File: src/rtl/rx_gate_pkg.sv
package rx_gate_pkg;

  // Network port selection codes (decoded by the duplex resolver)
  typedef enum logic [1:0] {
    PORT_TP   = 2'd0,
    PORT_AUI  = 2'd1,
    PORT_SER  = 2'd2,
    PORT_RSVD = 2'd3
  } port_e;

  // Configuration register layout: bit0 duplex enable, bit1 runt reject,
  // bit2 attachment-unit duplex enable
  typedef struct packed {
    logic aui_fd;
    logic runt_rej;
    logic fd_en;
  } gate_cfg_t;

  localparam int CFG_W = $bits(gate_cfg_t);

  // DMA start rule chosen for a frame
  typedef enum logic {
    TRIG_WMARK  = 1'b0,
    TRIG_MINLEN = 1'b1
  } trig_e;

endpackage

File: src/rtl/rx_cfg_reg.sv
module rx_cfg_reg
  import rx_gate_pkg::*;
(
  input  logic      clk,
  input  logic      rst,
  input  logic      wr_en,
  input  gate_cfg_t wr_data,
  output gate_cfg_t cfg
);

  // Only the hard reset clears the register; soft reset and stop never reach it
  always_ff @(posedge clk) begin
    if (rst) begin
      cfg <= '0;
    end else if (wr_en) begin
      cfg <= wr_data;
    end
  end

endmodule

File: src/rtl/rx_duplex_res.sv
module rx_duplex_res
  import rx_gate_pkg::*;
(
  input  logic      clk,
  input  logic      rst,
  input  gate_cfg_t cfg,
  input  logic [1:0] port_sel,
  input  logic      link_test_dis,
  output logic      fd_now,
  output logic      fd_q
);

  logic port_ok;

  always_comb begin
    case (port_e'(port_sel))
      PORT_TP:  port_ok = ~link_test_dis;
      PORT_AUI: port_ok = cfg.aui_fd;
      PORT_SER: port_ok = 1'b1;
      default:  port_ok = 1'b0;
    endcase
    fd_now = cfg.fd_en & port_ok;
  end

  always_ff @(posedge clk) begin
    if (rst) begin
      fd_q <= 1'b0;
    end else begin
      fd_q <= fd_now;
    end
  end

endmodule

File: src/rtl/rx_len_track.sv
module rx_len_track
  import rx_gate_pkg::*;
#(
  parameter int CNT_W = 16,
  parameter int WM_W  = 16
)(
  input  logic             clk,
  input  logic             rst,
  input  logic             abort,
  input  logic             rx_valid,
  input  logic             rx_last,
  input  logic             rej_now,
  input  logic [WM_W-1:0]  wm_now,
  output logic [CNT_W-1:0] cur_n,
  output trig_e            mode_eff,
  output logic [CNT_W-1:0] thr_eff
);

  logic [CNT_W-1:0] cnt_q;
  logic             in_frame_q;
  trig_e            mode_q;
  logic [CNT_W-1:0] thr_q;
  logic [CNT_W-1:0] thr_new;
  trig_e            mode_new;

  // Watermark of zero is promoted to one byte
  always_comb begin
    thr_new  = (wm_now == '0) ? CNT_W'(1) : CNT_W'(wm_now);
    mode_new = rej_now ? TRIG_MINLEN : TRIG_WMARK;
  end

  // Count including the present byte, saturating at the counter limit
  always_comb begin
    cur_n    = (cnt_q == '1) ? cnt_q : cnt_q + CNT_W'(1);
    mode_eff = in_frame_q ? mode_q : mode_new;
    thr_eff  = in_frame_q ? thr_q  : thr_new;
  end

  always_ff @(posedge clk) begin
    if (rst || abort) begin
      cnt_q      <= '0;
      in_frame_q <= 1'b0;
      mode_q     <= TRIG_WMARK;
      thr_q      <= CNT_W'(1);
    end else if (rx_valid) begin
      if (!in_frame_q) begin
        mode_q <= mode_new;
        thr_q  <= thr_new;
      end
      if (rx_last) begin
        cnt_q      <= '0;
        in_frame_q <= 1'b0;
      end else begin
        cnt_q      <= cur_n;
        in_frame_q <= 1'b1;
      end
    end
  end

endmodule

File: src/rtl/rx_start_decide.sv
module rx_start_decide
  import rx_gate_pkg::*;
#(
  parameter int CNT_W   = 16,
  parameter int MIN_LEN = 64
)(
  input  logic             clk,
  input  logic             rst,
  input  logic             abort,
  input  logic             rx_valid,
  input  logic             rx_last,
  input  logic [CNT_W-1:0] cur_n,
  input  trig_e            mode,
  input  logic [CNT_W-1:0] thr,
  output logic             dma_start,
  output logic             frame_keep,
  output logic             frame_drop
);

  localparam logic [CNT_W-1:0] MIN_N = CNT_W'(MIN_LEN);

  logic started_q;
  logic hit;
  logic runt;

  always_comb begin
    if (mode == TRIG_MINLEN) begin
      hit  = (cur_n >= MIN_N);
      runt = rx_last && (cur_n < MIN_N);
    end else begin
      hit  = (cur_n >= thr) || rx_last;
      runt = 1'b0;
    end
  end

  always_ff @(posedge clk) begin
    if (rst || abort) begin
      started_q  <= 1'b0;
      dma_start  <= 1'b0;
      frame_keep <= 1'b0;
      frame_drop <= 1'b0;
    end else begin
      dma_start  <= rx_valid && !started_q && hit;
      frame_keep <= rx_valid && rx_last && !runt;
      frame_drop <= rx_valid && rx_last && runt;
      if (rx_valid) begin
        if (rx_last) begin
          started_q <= 1'b0;
        end else if (hit) begin
          started_q <= 1'b1;
        end
      end
    end
  end

endmodule

File: src/rtl/rx_runt_gate.sv
module rx_runt_gate
  import rx_gate_pkg::*;
#(
  parameter int WM_W    = 16,
  parameter int MIN_LEN = 64
)(
  input  logic            clk,
  input  logic            rst,
  input  logic            soft_rst,
  input  logic            stop_cmd,
  input  logic            cfg_wr,
  input  logic [2:0]      cfg_wdata,
  output logic [2:0]      cfg_q,
  input  logic [1:0]      port_sel,
  input  logic            link_test_dis,
  input  logic [WM_W-1:0] wmark,
  input  logic            rx_valid,
  input  logic            rx_last,
  output logic            dma_start,
  output logic            frame_keep,
  output logic            frame_drop,
  output logic            fd_active
);

  localparam int MIN_W = $clog2(MIN_LEN + 1);
  localparam int CNT_W = (WM_W > MIN_W) ? WM_W : MIN_W;

  gate_cfg_t        cfg;
  logic             fd_now;
  logic             abort;
  logic [CNT_W-1:0] cur_n;
  logic [CNT_W-1:0] thr_eff;
  trig_e            mode_eff;

  assign abort = soft_rst | stop_cmd;
  assign cfg_q = cfg;

  rx_cfg_reg u_cfg (
    .clk     (clk),
    .rst     (rst),
    .wr_en   (cfg_wr),
    .wr_data (gate_cfg_t'(cfg_wdata)),
    .cfg     (cfg)
  );

  rx_duplex_res u_dup (
    .clk           (clk),
    .rst           (rst),
    .cfg           (cfg),
    .port_sel      (port_sel),
    .link_test_dis (link_test_dis),
    .fd_now        (fd_now),
    .fd_q          (fd_active)
  );

  rx_len_track #(
    .CNT_W (CNT_W),
    .WM_W  (WM_W)
  ) u_len (
    .clk      (clk),
    .rst      (rst),
    .abort    (abort),
    .rx_valid (rx_valid),
    .rx_last  (rx_last),
    .rej_now  (cfg.runt_rej & fd_now),
    .wm_now   (wmark),
    .cur_n    (cur_n),
    .mode_eff (mode_eff),
    .thr_eff  (thr_eff)
  );

  rx_start_decide #(
    .CNT_W   (CNT_W),
    .MIN_LEN (MIN_LEN)
  ) u_dec (
    .clk        (clk),
    .rst        (rst),
    .abort      (abort),
    .rx_valid   (rx_valid),
    .rx_last    (rx_last),
    .cur_n      (cur_n),
    .mode       (mode_eff),
    .thr        (thr_eff),
    .dma_start  (dma_start),
    .frame_keep (frame_keep),
    .frame_drop (frame_drop)
  );

endmodule

File: config.mk
export PLATFORM = sky130hd
export DESIGN_NAME = rx_runt_gate
export DESIGN_NICKNAME = d
export VERILOG_FILES = /design/src/rtl/rx_gate_pkg.sv /design/src/rtl/rx_cfg_reg.sv /design/src/rtl/rx_duplex_res.sv /design/src/rtl/rx_len_track.sv /design/src/rtl/rx_start_decide.sv /design/src/rtl/rx_runt_gate.sv
export SDC_FILE = /design/constraint.sdc
export NUM_CORES = 1
export LEC_CHECK = 0
export BUFFER_PORTS_ARGS = -buffer_cell sky130_fd_sc_hd__buf_2
export CORE_MARGIN = 10
export CORE_UTILIZATION = 52
export CTS_CLUSTER_SIZE = 16
export DETAILED_ROUTE_END_ITERATION = 8
export GPL_ROUTABILITY_DRIVEN = 0
export PLACE_DENSITY = 0.86
export SYNTH_ARGS = -nofsm -noshare
export SYNTH_HDL_FRONTEND = slang
export SYNTH_HIERARCHICAL = 1
export SYNTH_SLANG_ARGS = --single-unit
File: constraint.sdc
create_clock -name clk -period 2.57 [get_ports clk]
set_input_delay 0.3855 -clock clk [delete_from_list [all_inputs] [get_ports clk]]
set_output_delay 0.3855 -clock clk [all_outputs]
set_load 0.02 [all_outputs]
==> results of run 1 <==
-- critical path: stages, from the launching register on --
cell and delay, ns:
sky130_fd_sc_hd__dfxtp_4 0.38, sky130_fd_sc_hd__ha_4 0.16, sky130_fd_sc_hd__nand3_4 0.14, sky130_fd_sc_hd__or3_4 0.43, sky130_fd_sc_hd__nand4_1 0.14, sky130_fd_sc_hd__xnor2_2 0.15, sky130_fd_sc_hd__ha_1 0.29, sky130_fd_sc_hd__buf_4 0.15
sky130_fd_sc_hd__nand4_1 0.13, sky130_fd_sc_hd__o21ai_0 0.16, sky130_fd_sc_hd__nor3_2 0.20, sky130_fd_sc_hd__a31oi_4 0.11, sky130_fd_sc_hd__o211a_1 0.23
-- cell families (layout without fill, tap and decap cells) --
kind of cell	after synthesis	after routing	share of synthesized area, %
and+or+nand+nor	119	119	24.07
AOI/OAI and AO/OA	64	64	15.60
DFF	42	42	29.96
buffers and inverters	41	136	6.019
muxes	37	37	13.95
adders and majority gates	17	17	7.579
xor gates and xnor gates	9	9	2.809
-- final cells by class --
| cell class | instances | area (um2) | share of cell area, % |
|---|---|---|---|
| Timing Repair Buffer | 106 | 730.7 | 18.50 |
| Tap cell | 70 | 87.58 | 2.218 |
| Clock buffer | 6 | 82.58 | 2.091 |
| Sequential cell | 42 | 863.3 | 21.86 |
| Inverter | 22 | 82.58 | 2.091 |
| Multi-Input combinational cell | 246 | 2090 | 52.91 |
| Clock inverter | 2 | 12.51 | 0.3169 |
-- cell usage in the layout, fill, tap and decap left out, types with 4 or more instances in the layout --
cell,netlist,routed
sky130_fd_sc_hd__buf_4,1,65
sky130_fd_sc_hd__buf_2,8,35
sky130_fd_sc_hd__dfxtp_1,42,32
sky130_fd_sc_hd__nor2_1,32,30
sky130_fd_sc_hd__inv_1,21,21
sky130_fd_sc_hd__mux2i_1,20,20
sky130_fd_sc_hd__nand2_1,17,16
sky130_fd_sc_hd__mux2_2,17,16
sky130_fd_sc_hd__a21oi_1,15,14
sky130_fd_sc_hd__ha_1,17,13
sky130_fd_sc_hd__nand3_1,10,10
sky130_fd_sc_hd__nand4_1,7,7
sky130_fd_sc_hd__clkbuf_8,0,6
sky130_fd_sc_hd__nor4_4,1,6
sky130_fd_sc_hd__o21ai_0,9,6
sky130_fd_sc_hd__nand2b_1,6,6
sky130_fd_sc_hd__buf_6,0,6
sky130_fd_sc_hd__dfxtp_2,0,6
sky130_fd_sc_hd__nor3_1,7,5
sky130_fd_sc_hd__o211ai_1,5,5
sky130_fd_sc_hd__xnor2_2,0,5
sky130_fd_sc_hd__a211oi_1,6,5
sky130_fd_sc_hd__o21ai_1,2,4
sky130_fd_sc_hd__nor4_1,8,4
sky130_fd_sc_hd__a31oi_1,5,4
sky130_fd_sc_hd__dfxtp_4,0,4
-- report_power, final --
part	switching, mW	internal, mW
combinational	0.108	0.0828
clock	0.245	0.216
sequential	0.00686	0.655
-- per-layer routing --
layer / global-route usage, % / part of all wire (%)
met1: 21.37 / 36
met4: 15.04 / 6.8
met2: 36.77 / 48
met5: 0 / 0
met3: 6.155 / 9.0
-- synthesized netlist by cell type, types with 3 or more instances --
master,instances
sky130_fd_sc_hd__dfxtp_1,42
sky130_fd_sc_hd__nor2_1,32
sky130_fd_sc_hd__inv_1,21
sky130_fd_sc_hd__mux2i_1,20
sky130_fd_sc_hd__ha_1,17
sky130_fd_sc_hd__mux2_2,17
sky130_fd_sc_hd__nand2_1,17
sky130_fd_sc_hd__a21oi_1,15
sky130_fd_sc_hd__nand3_1,10
sky130_fd_sc_hd__clkbuf_1,9
sky130_fd_sc_hd__o21ai_0,9
sky130_fd_sc_hd__buf_2,8
sky130_fd_sc_hd__nor4_1,8
sky130_fd_sc_hd__nand4_1,7
sky130_fd_sc_hd__nor3_1,7
sky130_fd_sc_hd__xnor2_1,7
sky130_fd_sc_hd__a211oi_1,6
sky130_fd_sc_hd__nand2b_1,6
sky130_fd_sc_hd__a31oi_1,5
sky130_fd_sc_hd__o211ai_1,5
sky130_fd_sc_hd__and3b_1,4
sky130_fd_sc_hd__or3_1,4
sky130_fd_sc_hd__o32ai_1,3
-- flip-flops by register name (all words and copies together), names as in the netlist --
register          cells
u_dec/frame_drop      1
u_cfg/cfg             3
u_dec/frame_keep      1
u_len/mode_q          1
u_dup/fd_q            1
u_dec/started_q       1
u_dec/dma_start       1
u_len/thr_q          16
u_len/cnt_q          16
u_len/in_frame_q      1
-- metrics by stage --
step	setup TNS (ns)	hold slack [ns]	area, um2	util [%]	cells
after floorplan	-0.01680	0.4535	2848	-	329
after global placement	-0.2117	0.4622	3393	65.60	467
after detailed placement	-0.4385	0.4739	3393	65.60	467
after CTS	-0.08792	0.3167	3719	71.89	482
after global routing	-0.6777	0.3397	3949	76.34	494
final	-0.3474	0.3288	3949	76.34	494
-- timing repair --
action / 4_1_cts / 5_1_grt
hold buffers: 0 / 0
pin swaps: 20 / 16
resized for setup: 40 / 29
setup endpoints to repair: 3 / 4
setup buffers: 7 / 12
-- final timing paths --
check	to	slack, ns	cells past startpoint
setup / recovery	u_dec/started_q$_SDFFE_PP0P_	-0.20	12
setup reg to reg	u_dec/started_q$_SDFFE_PP0P_	-0.20	12
hold reg to reg	u_len/thr_q[3]$_SDFFE_PP0P_	0.50	2
hold / removal	u_cfg/cfg[1]$_SDFFE_PP0P_	0.33	3
==> impl_metrics.toml, run 1 <==
[power_and_ir_drop]
total_design_power_mw = 1.314
vdd.ir_drop.worst_v = 0.0003515
power.leakage_nw = 1.811
power-per-cell-area_nw_per_um2 = 332.8

[die]
row_count = 26
height_of_the_die_um = 93.47
pin_count = 36
die_width_um = 93.47
core_area_um2 = 5172
die-area_um2 = 8736
starting_density_of_the_core_pct = 54.26

[route]
post_drt_wl_per_cell_um = 20.92
wirelength_mm = 10.34
dr_total_vias = 3203
detail_route.first_pass.iterations = 6
viasPerCell = 6.484
drt_first_iter_violations = 408
drc = 0
ant_nets = 0

[sta]
slew-limit-headroom_pct = 59.17
finalCritPeriodShare_pct = 107.9
clock_skew_ns = 0.003438
rsz0062_at_grt = "true"
finalMaxSlewViolations = 0
worst_slack_ns = -0.2026
setup_viol_count_final = 2
max_freq_mhz = 360.7
final_hold_viol_count = 0
tightest_pin_transition_ns = 0.6124
finalCriticalPeriod_ns = 2.773

[layout]
layout-area-overhead-vs-synth_pct = 40.70
layout.filler_cells = 306
drive_gt1_share_pct = 43.16
antenna_cells_inserted = 0
final_nets = 469

[placement]
port-buffer-count = 35
detailedPlace.worstSlack_ns = -0.2288
detailedPlacementHpwl_mm = 5.981

[clocking]
clock_tree.htree_level_count = 2
clkSinkCount = 42
cts_tree = "yes"
worst_setup_hold_path_clk_slew_ns = 0.09
clk-insertion-delay-late_ns = 0.30
cts-root-buf = "sky130_fd_sc_hd__clkbuf_8"
cts-buffers-inserted = 5
clockBufferDepth = 2

[synthesis]
yosys_warnings = 6
post-synth-top-area-cell = "sky130_fd_sc_hd__dfxtp_1"
synthCells = 329
synth_top_area_share_pct = 29.96
yosysSeqAreaShare_pct = 29.96
synth_enable_flop_cells = 0
netlist-cell-type-count = 59
dominantRegCellSynth = "sky130_fd_sc_hd__dfxtp_1"
post_synth_instance_area_um2 = 2806
syn-num-nets = 375
syn_avg_cell_area_um2 = 8.530
synth.ff_latch_count = 42
synthArstFlopShare_pct = 0
post_synth_main_area_contributors = "sky130_fd_sc_hd__dfxtp_1 (30%), sky130_fd_sc_hd__ha_1 (7.6%), sky130_fd_sc_hd__mux2i_1 (7.1%)"

[job]
max_cap_viol_count = 0

[grt]
global_route.overflow_total = 0
pin_count_of_the_biggest_net_entering_global_routing = 28
grt_pass1_vias = 3146
grt.total_usage_pct = 21.21
wire_length_of_the_first_global_routing_pass_mm = 14.99
grt_antenna_before_repair = 0

[outcome]
failed_checks = "setup timing"
status = "complete, but fails checks"

[critical_path]
crit_required_ns = 2.76
critical_path_class = "reg2reg"
timing.rr.start = "u_len/cnt_q[0]$_SDFFE_PP0P_"
critPathLaunchType = "flip-flop"
critPathCaptureType = "flip-flop"
timing.critical_path.fanout_max = 5
critical_path_arrival_ns = 2.97
worst_setup_path_startpoint = "u_len/cnt_q[0]$_SDFFE_PP0P_"

[worst_hold_path]
hp-start = "cfg_wdata[1]"
worstHoldPathType = "in2reg"
No activity file was read; power rests on OpenSTA's default activity.
==> inputs of run 2 (changes only) <==
- CELL_PAD_IN_SITES_DETAIL_PLACEMENT: not set -> 0
- CELL_PAD_IN_SITES_GLOBAL_PLACEMENT: not set -> 2
- CORE_UTILIZATION: 52 -> 32
- PLACE_DENSITY: 0.86 -> 0.87
==> run 2 against run 1 <==
Net effect:
- the flow still finishes with violations (setup timing)
- worst hold slack worse by 0.0060 ns
- clock power is 3% lower
- count of clock-buffer cells in the layout is 1 lower
- routed wire length is 22% lower
- maximum frequency is 1.7% higher
- die area is 48% higher
- flip-flop and latch count stayed put
- register-to-register slack better by 0.05 ns
- critical path depth is 1 lower
- combinational power hardly changed
- global-route usage is 8.7 points lower
- design area is 0.60% lower
==> impl_metrics.toml, run 2 (same netlist as run 1, synthesis figures left out) <==
[die]
height_of_the_die_um = 113.7
core_area_um2 = 8636
die-area_um2 = 12920
die_width_um = 113.7
starting_density_of_the_core_pct = 32.50
row_count = 34
pin_count = 36

[critical_path]
critPathCaptureType = "flip-flop"
crit_required_ns = 2.77
critical_path_class = "reg2reg"
crit_buf_inv = 2
timing.critical_path.fanout_max = 7
critPathLaunchType = "flip-flop"
timing.critical_path.cells = "nand4_4, buf_4, buf_12, or4_4, nand2_2, ha_4, a211oi_2, o21ai_2, o211ai_1, a31oi_4, o211a_1"
critical_r2r_capture = "u_dec/started_q$_SDFFE_PP0P_"
timing.rr.start = "u_len/cnt_q[4]$_SDFFE_PP0P_"
critPathMaxStageDelay_ns = 0.52
critical-path-top-delay-family = "compound AO/OA/AOI/OAI gates"
r2r_slack_ns = -0.16
worst-r2r-cell-count = 11
slowest_stage = "sky130_fd_sc_hd__or4_4"
critical_path_arrival_ns = 2.93

[grt]
wire_length_of_the_first_global_routing_pass_mm = 13.48
pin_count_of_the_biggest_net_entering_global_routing = 28
grt_pass1_vias = 2819
global_route.overflow_total = 0
globalRouteMet1Util_pct = 15.22
grt.total_usage_pct = 12.49
groute.layer.met2.usage_pct = 21.61
grtUsageMet3_pct = 1.995
grt_antenna_before_repair = 0
gr-max-usage-layer = "met2"

[power_and_ir_drop]
p_sw_share_pct = 27.60
power.leakage_nw = 1.790
p_switching_uw = 358.5
vdd.ir_drop.worst_v = 0.0002235
cellInternalPower_uw = 940.6
p_comb_share_pct = 14.5
seqPwrFrac_pct = 51.1
power-per-cell-area_nw_per_um2 = 331.0
clock_power_share_pct = 34.4

[layout]
reg.largest.list = "u_len/cnt_q (16), u_len/thr_q (16), u_cfg/cfg (3)"
final_nets = 472
drive_gt1_share_pct = 41.92
utilization_pct = 45.45
leading_cell_type_in_the_layout_fill_and_taps_excluded = "sky130_fd_sc_hd__buf_4"
layout_common_cells = "sky130_fd_sc_hd__buf_4 (70), sky130_fd_sc_hd__buf_2 (35), sky130_fd_sc_hd__dfxtp_1 (33), sky130_fd_sc_hd__nor2_1 (29), sky130_fd_sc_hd__inv_1 (21)"
antenna_cells_inserted = 0
layout-area-overhead-vs-synth_pct = 39.86

[clocking]
clockBufferDepth = 2
clock_tree.htree_level_count = 2
clk-insertion-delay-late_ns = 0.30
worst_setup_hold_path_clk_slew_ns = 0.09
clkSinkCount = 42
cts_tree = "yes"
cts-root-buf = "sky130_fd_sc_hd__clkbuf_8"
cts-buffers-inserted = 5

[sta]
tightest_pin_transition_ns = 0.6301
finalMaxSlewViolations = 0
setup_viol_count_final = 2
final_hold_viol_count = 0
rsz0062_at_grt = "true"
slew-limit-headroom_pct = 57.99
worst_slack_ns = -0.1569
max_freq_mhz = 366.7
finalCritPeriodShare_pct = 106.1
finalCriticalPeriod_ns = 2.727
fin_setup_tns_ns = -0.3013
clock_skew_ns = 0.01113

[route]
dr_total_vias = 2724
post_drt_wl_per_cell_um = 15.03
wirelength_mm = 8.043
ant_nets = 0
drt_first_iter_violations = 136
detail_route.first_pass.iterations = 4
viasPerCell = 5.092
drc = 0

[outcome]
failed_checks = "setup timing"
status = "complete, but fails checks"

[placement]
port-buffer-count = 35
detailedPlace.worstSlack_ns = -0.2736
detailedPlacementHpwl_mm = 5.960

[job]
max_cap_viol_count = 0

[worst_hold_path]
hp-start = "cfg_wdata[2]"
hold_path_depth = 3
worstHoldPathType = "in2reg"
hold_path_end = "u_cfg/cfg[2]$_SDFFE_PP0P_"
[run 2: changes by cell type in the layout (fill, tap and decap cells not counted), sizes merged]
| cell | before | now |
|---|---|---|
| buf | 106 | 109 |
| clkbuf | 6 | 5 |
| clkinv | 2 | 3 |
[run 2: how the worst max path moves through the flow]
stage / start / to / slack [ns] / depth (start not counted)
floorplan: u_len/cnt_q[13]$_SDFFE_PP0P_ / u_dec/dma_start$_SDFF_PP0_ / -0.02 / 9
global placement: wmark[11] / u_dec/started_q$_SDFFE_PP0P_ / -0.22 / 12
detailed placement: wmark[11] / u_dec/started_q$_SDFFE_PP0P_ / -0.27 / 12
CTS: u_len/cnt_q[10]$_SDFFE_PP0P_ / u_dec/dma_start$_SDFF_PP0_ / -0.14 / 10
global route: u_len/cnt_q[11]$_SDFFE_PP0P_ / u_dec/started_q$_SDFFE_PP0P_ / -0.33 / 12
finish: u_len/cnt_q[4]$_SDFFE_PP0P_ / u_dec/started_q$_SDFFE_PP0P_ / -0.16 / 11
[run 2: per-stage QoR]
step	instance area, um2	cells	hold WS, ns	power [mW]
after CTS	3816	533	0.3134	1.309
after floorplan	2848	329	0.4535	0.7829
after global routing	3925	535	0.3428	1.357
final	3925	535	0.3228	1.299
after global placement	3573	521	0.4655	0.8583
after detailed placement	3573	521	0.4786	0.8618
[run 2: layer usage]
metal  share of wire (%)  vias to the layer above
met5                   0                        -
met3                 3.5                        8
li1                    -                     1389
met1                  47                     1267
met4                 1.7                        0
met2                  48                       60
[run 2: repair_timing]
item | CTS | global route
buffers inserted | 5 | 2
cloned | 0 | 0
resized for setup | 31 | 17
pin swaps | 15 | 19
hold buffers | 0 | 0
setup endpoints to repair | 2 | 2
[run 2: power groups by stage]
stage | Sequential, mW | Clock (mW) | Combinational (mW)
floorplan | 0.683 | 0 | 0.0996
global placement | 0.680 | 0 | 0.178
detailed placement | 0.681 | 0 | 0.181
CTS | 0.665 | 0.460 | 0.183
global route | 0.665 | 0.482 | 0.209
finish | 0.664 | 0.447 | 0.188
[run 2: cell type report]
| class | count | area, um2 |
|---|---|---|
| repair buffers | 109 | 754.5 |
| multi-input cells | 246 | 2008 |
| inverters | 22 | 82.58 |
| fillers | 841 | 4711 |
| flip-flops and latches | 42 | 854.6 |
| clock inverters | 3 | 21.27 |
| well taps | 108 | 135.1 |
| clock buffers | 5 | 68.82 |
[run 2: tightest hold or removal path, stage by stage]
cell	delay (ns)
sky130_fd_sc_hd__buf_2	0.08
sky130_fd_sc_hd__mux2i_1	0.06
sky130_fd_sc_hd__nor2_1	0.08
